==> src/rtl/sp_pkg.sv <==
package sp_pkg;
  typedef enum logic {ST_IDLE, ST_ACCESS} spState_t;

  typedef struct packed {
    logic capture;
    logic commit;
  } ctlStrobe_t;

  typedef struct packed {
    logic push;
    logic opWide;
    logic stkWide;
    logic targetSp;
  } spCmd_t;
endpackage

==> src/rtl/sp_control.sv <==
module sp_control
  import sp_pkg::*;
(
  input  logic       clk,
  input  logic       rstN,
  input  logic       cmdValid,
  input  logic       memAck,
  output ctlStrobe_t strobe,
  output logic       busy,
  output logic       memReq,
  output logic       done
);
  spState_t state;

  always_comb begin
    strobe.capture = (state == ST_IDLE) && cmdValid;
    strobe.commit  = (state == ST_ACCESS) && memAck;
  end

  assign busy   = (state == ST_ACCESS);
  assign memReq = (state == ST_ACCESS);

  always_ff @(posedge clk) begin
    if (!rstN) begin
      state <= ST_IDLE;
      done  <= 1'b0;
    end else begin
      done <= strobe.commit;
      case (state)
        ST_IDLE:   if (strobe.capture) state <= ST_ACCESS;
        ST_ACCESS: if (strobe.commit)  state <= ST_IDLE;
        default:   state <= ST_IDLE;
      endcase
    end
  end
endmodule

==> src/rtl/sp_datapath.sv <==
module sp_datapath
  import sp_pkg::*;
#(
  parameter int PTR_W = 32
) (
  input  logic             clk,
  input  logic             rstN,
  input  ctlStrobe_t       strobe,
  input  logic             cmdPush,
  input  logic             opWide,
  input  logic             stkWide,
  input  logic             targetSp,
  input  logic [PTR_W-1:0] spIn,
  input  logic [PTR_W-1:0] pushData,
  input  logic [PTR_W-1:0] memRdata,
  output logic             memWe,
  output logic             memWide,
  output logic [PTR_W-1:0] memAddr,
  output logic [PTR_W-1:0] memWdata,
  output logic [PTR_W-1:0] spOut,
  output logic [PTR_W-1:0] popData
);
  localparam int HALF_W     = PTR_W / 2;
  localparam int WIDE_STEP  = PTR_W / 8;
  localparam int NARROW_STEP = HALF_W / 8;

  spCmd_t           cmdQ;
  logic [PTR_W-1:0] spQ;
  logic [PTR_W-1:0] dataQ;

  always_ff @(posedge clk) begin
    if (!rstN) begin
      cmdQ  <= '0;
      spQ   <= '0;
      dataQ <= '0;
    end else if (strobe.capture) begin
      cmdQ  <= '{push: cmdPush, opWide: opWide, stkWide: stkWide, targetSp: targetSp};
      spQ   <= spIn;
      dataQ <= pushData;
    end
  end

  logic [PTR_W-1:0]  step;
  logic [PTR_W-1:0]  decSp;
  logic [PTR_W-1:0]  incSp;
  logic [PTR_W-1:0]  accessPtr;
  logic [PTR_W-1:0]  pushVal;
  logic [PTR_W-1:0]  rdVal;
  logic [PTR_W-1:0]  nextSp;
  logic [HALF_W-1:0] decLow;
  logic [HALF_W-1:0] incLow;

  always_comb begin
    step   = cmdQ.opWide ? PTR_W'(WIDE_STEP) : PTR_W'(NARROW_STEP);
    decLow = spQ[HALF_W-1:0] - step[HALF_W-1:0];
    incLow = spQ[HALF_W-1:0] + step[HALF_W-1:0];
    decSp  = cmdQ.stkWide ? (spQ - step) : {spQ[PTR_W-1:HALF_W], decLow};
    incSp  = cmdQ.stkWide ? (spQ + step) : {spQ[PTR_W-1:HALF_W], incLow};

    accessPtr = cmdQ.push ? decSp : spQ;
    memAddr   = cmdQ.stkWide ? accessPtr : {{HALF_W{1'b0}}, accessPtr[HALF_W-1:0]};

    pushVal  = cmdQ.targetSp ? spQ : dataQ;
    memWdata = cmdQ.opWide ? pushVal : {{HALF_W{1'b0}}, pushVal[HALF_W-1:0]};
    memWe    = cmdQ.push;
    memWide  = cmdQ.opWide;

    rdVal = cmdQ.opWide ? memRdata : {{HALF_W{1'b0}}, memRdata[HALF_W-1:0]};

    if (cmdQ.push)
      nextSp = decSp;
    else if (cmdQ.targetSp)
      nextSp = cmdQ.opWide ? rdVal : {spQ[PTR_W-1:HALF_W], rdVal[HALF_W-1:0]};
    else
      nextSp = incSp;
  end

  always_ff @(posedge clk) begin
    if (!rstN) begin
      spOut   <= '0;
      popData <= '0;
    end else if (strobe.commit) begin
      spOut <= nextSp;
      if (!cmdQ.push) popData <= rdVal;
    end
  end
endmodule

==> src/rtl/stack_ptr_unit.sv <==
module stack_ptr_unit
  import sp_pkg::*;
#(
  parameter int PTR_W = 32
) (
  input  logic             clk,
  input  logic             rstN,
  input  logic             cmdValid,
  input  logic             cmdPush,
  input  logic             opWide,
  input  logic             stkWide,
  input  logic             targetSp,
  input  logic [PTR_W-1:0] spIn,
  input  logic [PTR_W-1:0] pushData,
  input  logic [PTR_W-1:0] memRdata,
  input  logic             memAck,
  output logic             busy,
  output logic             memReq,
  output logic             memWe,
  output logic             memWide,
  output logic [PTR_W-1:0] memAddr,
  output logic [PTR_W-1:0] memWdata,
  output logic [PTR_W-1:0] spOut,
  output logic [PTR_W-1:0] popData,
  output logic             done
);
  ctlStrobe_t strobe;

  sp_control u_ctl (
    .clk(clk), .rstN(rstN), .cmdValid(cmdValid), .memAck(memAck),
    .strobe(strobe), .busy(busy), .memReq(memReq), .done(done)
  );

  sp_datapath #(.PTR_W(PTR_W)) u_dp (
    .clk(clk), .rstN(rstN), .strobe(strobe),
    .cmdPush(cmdPush), .opWide(opWide), .stkWide(stkWide), .targetSp(targetSp),
    .spIn(spIn), .pushData(pushData), .memRdata(memRdata),
    .memWe(memWe), .memWide(memWide), .memAddr(memAddr), .memWdata(memWdata),
    .spOut(spOut), .popData(popData)
  );
endmodule

==> config.mk <==
export PLATFORM = sky130hd
export DESIGN_NAME = stack_ptr_unit
export DESIGN_NICKNAME = d
export VERILOG_FILES = /design/src/rtl/sp_pkg.sv /design/src/rtl/sp_control.sv /design/src/rtl/sp_datapath.sv /design/src/rtl/stack_ptr_unit.sv
export SDC_FILE = /design/constraint.sdc
export NUM_CORES = 1
export LEC_CHECK = 0
export ABC_AREA = 1
export BUFFER_PORTS_ARGS = -buffer_cell sky130_fd_sc_hd__buf_2
export CELL_PAD_IN_SITES_DETAIL_PLACEMENT = 1
export CELL_PAD_IN_SITES_GLOBAL_PLACEMENT = 2
export CORE_UTILIZATION = 29
export CTS_CLUSTER_SIZE = 24
export DETAILED_ROUTE_END_ITERATION = 7
export PLACE_DENSITY_LB_ADDON = 0.1
export SKIP_LAST_GASP = 1
export SLEW_MARGIN = 20
export SYNTH_ARGS = -nofsm -noshare
export SYNTH_HDL_FRONTEND = slang
export SYNTH_SLANG_ARGS = --single-unit
export TNS_END_PERCENT = 10
==> constraint.sdc <==
create_clock -name clk -period 3.5 [get_ports clk]
set_input_delay 0.175 -clock clk [delete_from_list [all_inputs] [get_ports clk]]
set_output_delay 0.175 -clock clk [all_outputs]
set_load 0.01 [all_outputs]
==> results by group <==
STA
  – RSZ-0062 raised after global routing: false
  – Worst hold slack: 12.50 ps
  – Crit share post-route: 91.09%
  – Crit path time final: 3188 ps
  – Clock skew: 9.066 ps
  – Setup violators final: 0
  – Worst slew margin: 52.83%
  – Slew @ Worst Pin: 707.5 ps
  – Hold Vio Cnt, Final: 0
  – Max Fclk: 313.7 MHz
  – Post-Route Setup TNS: 0 ps
  – Max-slew violations: 0

Routing
  – Drt initial violations: 550
  – WL/cell: 18.36 um
  – DRT Pass-1 Iters: 5
  – Total vias in the final route: 8,701
  – WL final: 32.14 mm
  – Final ANT Viol Nets: 0
  – Vias per inst: 4.969
  – DRC: 0

Final layout
  – Share of cells above drive strength 1: 22.87%
  – Antenna diode count: 0
  – Fin nets: 1,518
  – Area Overhead vs Synth: 29.80%
  – Final core occ: 38.87%
  – Fillers: 3,370
  – Design area: 9902 um^2

Setup path
  – Origin of the worst setup path: u_dp.memWide$_SDFFE_PN0P_
  – Req. time, crit path: 3320 ps
  – WP buf/inv: 2
  – CP Max Fanout: 14
  – Crit-path slowest cell: inv_1
  – Chain of cells forming the critical path: inv_1 > ha_1 > fa_1 > nand2_2 > nor2_4 > nand3_2 > nor2_2 > nand3_1 > nand2_1 > nand3_1 > a21oi_1 > buf_2
  – Critical path arrival: 3010 ps
  – Most used cell, CP: nand3_1
  – Cell family with most CP delay: simple AND/OR/NAND/NOR gates
  – Critical path startpoint category: flip-flop
  – CP peak stage delay: 360 ps
  – Crit path capture type: primary output
  – FF-to-FF Start: u_dp.memWide$_SDFFE_PN0P_
  – Critical path start-end classification: reg -> out

Clock network
  – Clk buf depth: 2
  – # clock sinks: 134
  – Clk root buf: clkbuf_16
  – Worst-path clk slew: 60 ps
  – CTS tree: yes
  – Setup Fix Bufs, Post-CTS: 0
  – TritonCTS buffer count: 17
  – H-tree depth: 4
  – Skew-Pair Late Insertion Delay: 430 ps

Floorplan
  – Total core area: 25,470 um^2
  – I/O pins: 237
  – Die area: 26,960 um^2
  – Initial Util: 29.95%
  – FP Rows: 58
  – Die height: 164.2 um
  – Chip Width: 164.2 um

Yosys
  – Area share of the largest cell type after synthesis: 35.16%
  – Syn. warnings: 0
  – Syn Nets: 1,299
  – Register bit count reported by yosys: 134
  – Part of the Yosys area used for sequential elements: 35.16%
  – Synth Cell Area: 7629 um^2
  – Cells after synthesis: 1,189
  – Synth area leader: dfxtp_1
  – Mean Syn Cell Area: 6.416 um^2
  – Leading post-synthesis cells by cell area: dfxtp_1 35%, o21ai_0 13%, nand2_1 11%
  – Number of library cell types mapped by synthesis: 37

Min path
  – Hold Crit Class: in -> reg
  – Hold_sp: memRdata[13]

Power
  – Leakage power: 4.606 nW
  – Worst vdd ir: 0.2888 mV
  – Power Density: 459.5 nW/um^2

Placement
  – Number of port buffers: 236
  – DP HPWL: 23.73 mm
  – GP Congestion: 0.8611
  – Placed cell area: 8950 um^2

GRT
  – First-pass GRT wire length: 49.48 mm
  – Grt ovf: 0
  – Largest net degree at the start of global routing: 68
  – Initial antenna violation count: 0
  – Global Route Usage Sum: 24.06%
  – Vias in the first global route: 8,465

Status
  – Status: complete, no violations

Job
  – Max_cap viols: 0
==> path summary, 6_finish.rpt <==
path	endpoint	slack, ps	cells past startpoint
setup / recovery	memAddr[31]	310	12
hold / removal	u_dp.popData[13]$_SDFFE_PN0P_	10	3
setup reg to reg	u_dp.spOut[23]$_SDFFE_PN0P_	880	14
hold reg to reg	u_dp.spOut[2]$_SDFFE_PN0P_	490	2
==> worst reg2reg max path, stage by stage (launching register included) <==
cell and delay, ps:
dfxtp_1 320, inv_1 360, ha_1 270, fa_1 200
nand2_1 140, nor2_4 190, nand3_2 140, nor2_4 280
nand2_1 120, nand2_1 70, nand2_1 50, o21ai_0 170
nand3_1 90, nand2_1 80, inv_1 30
==> cells by family after synthesis <==
kind of cell / count (synthesis) / synth area share [%]
AND/OR/NAND/NOR: 501 / 28.00
flip-flops: 134 / 35.16
XOR/XNOR: 11 / 1.263
buffers and inverters: 174 / 9.513
AO/OA/AOI/OAI: 363 / 24.88
adder cells (fa/ha/maj): 6 / 1.181
==> placed cells by master, fill, tap and decap left out, drive strengths merged, types with 2 or more instances in the layout <==
cell,instances
buf,252
nand2,219
o21ai,205
nor2,180
dfxtp,134
a21oi,120
inv,89
nand3,77
dlygate4sd3,38
a31oi,22
clkbuf,18
nand4,17
xor2,11
o211ai,9
clkinvlp,5
nor3,5
ha,4
o21bai,3
clkinv,3
fa,2
==> final cells by class <==
cell class	instances	area (um^2)	share of cell area, %
multi-input cells	881	4233	42.75
flip-flops and latches	134	2685	27.12
repair buffers	290	1684	17.01
clock buffers	18	429.2	4.334
well taps	330	412.9	4.170
inverters	84	315.3	3.184
clock inverters	14	142.6	1.440
==> cell usage after synthesis <==
cell / count
nand2_1: 214
o21ai_0: 204
nor2_1: 164
dfxtp_1: 134
a21oi_1: 117
inv_1: 76
nand3_1: 74
clkbuf_1: 59
a31oi_1: 22
nand4_1: 17
buf_2: 15
xor2_1: 11
nor2_2: 10
o211ai_1: 9
buf_4: 8
inv_2: 7
nor2_4: 6
nand2_2: 5
buf_1: 4
ha_1: 4
nor3_1: 4
a21oi_2: 3
buf_6: 3
nand3_2: 3
o21bai_1: 3
fa_1: 2
a31o_2: 1
and3_1: 1
clkbuf_2: 1
clkinv_1: 1
nor3_2: 1
nor4_1: 1
o2111ai_1: 1
o21a_1: 1
o21ai_1: 1
o31ai_1: 1
or2_2: 1
==> report_power, final <==
group	total [W]	leakage [nW]	internal (W)	switching, W
Clock	0.00180	0.264	0.000998	0.000800
Combinational	0.000999	3.24	0.000342	0.000657
Sequential	0.00175	1.10	0.00164	0.000114
==> per-stage QoR <==
stage,instances,total power (W),setup WS [ps]
CTS,1751,0.004594,348.0
floorplan,1189,0.002350,1126
global placement,1681,0.002741,860.9
detailed placement,1681,0.002749,808.2
finish,1751,0.004550,311.8
global route,1751,0.004791,104.4
==> registers in the layout, indices dropped and copies added, names as in the netlist <==
| name | flops |
|---|---|
| u_ctl.busy | 1 |
| u_ctl.done | 1 |
| u_dp.cmdQ | 2 |
| u_dp.dataQ | 32 |
| u_dp.memWe | 1 |
| u_dp.memWide | 1 |
| u_dp.popData | 32 |
| u_dp.spOut | 32 |
| u_dp.spQ | 32 |
==> timing repair <==
item | 4_1_cts | 5_1_grt
hold buffers | 38 | 0
resized for setup | 0 | 0
endpoints found under the hold margin | 38 | 0
==> routing by layer <==
| metal | track usage (%) | part of all wire [%] | vias to the layer above |
|---|---|---|---|
| met2 | 34.91 | 41 | 241 |
| met4 | 6.103 | 1.2 | 0 |
| met5 | 0 | 0 | - |
| met3 | 2.828 | 4.6 | 22 |
| met1 | 36.90 | 53 | 4052 |
| li1 | - | - | 4386 |
Note: power is estimated with default switching activity, not from simulation.
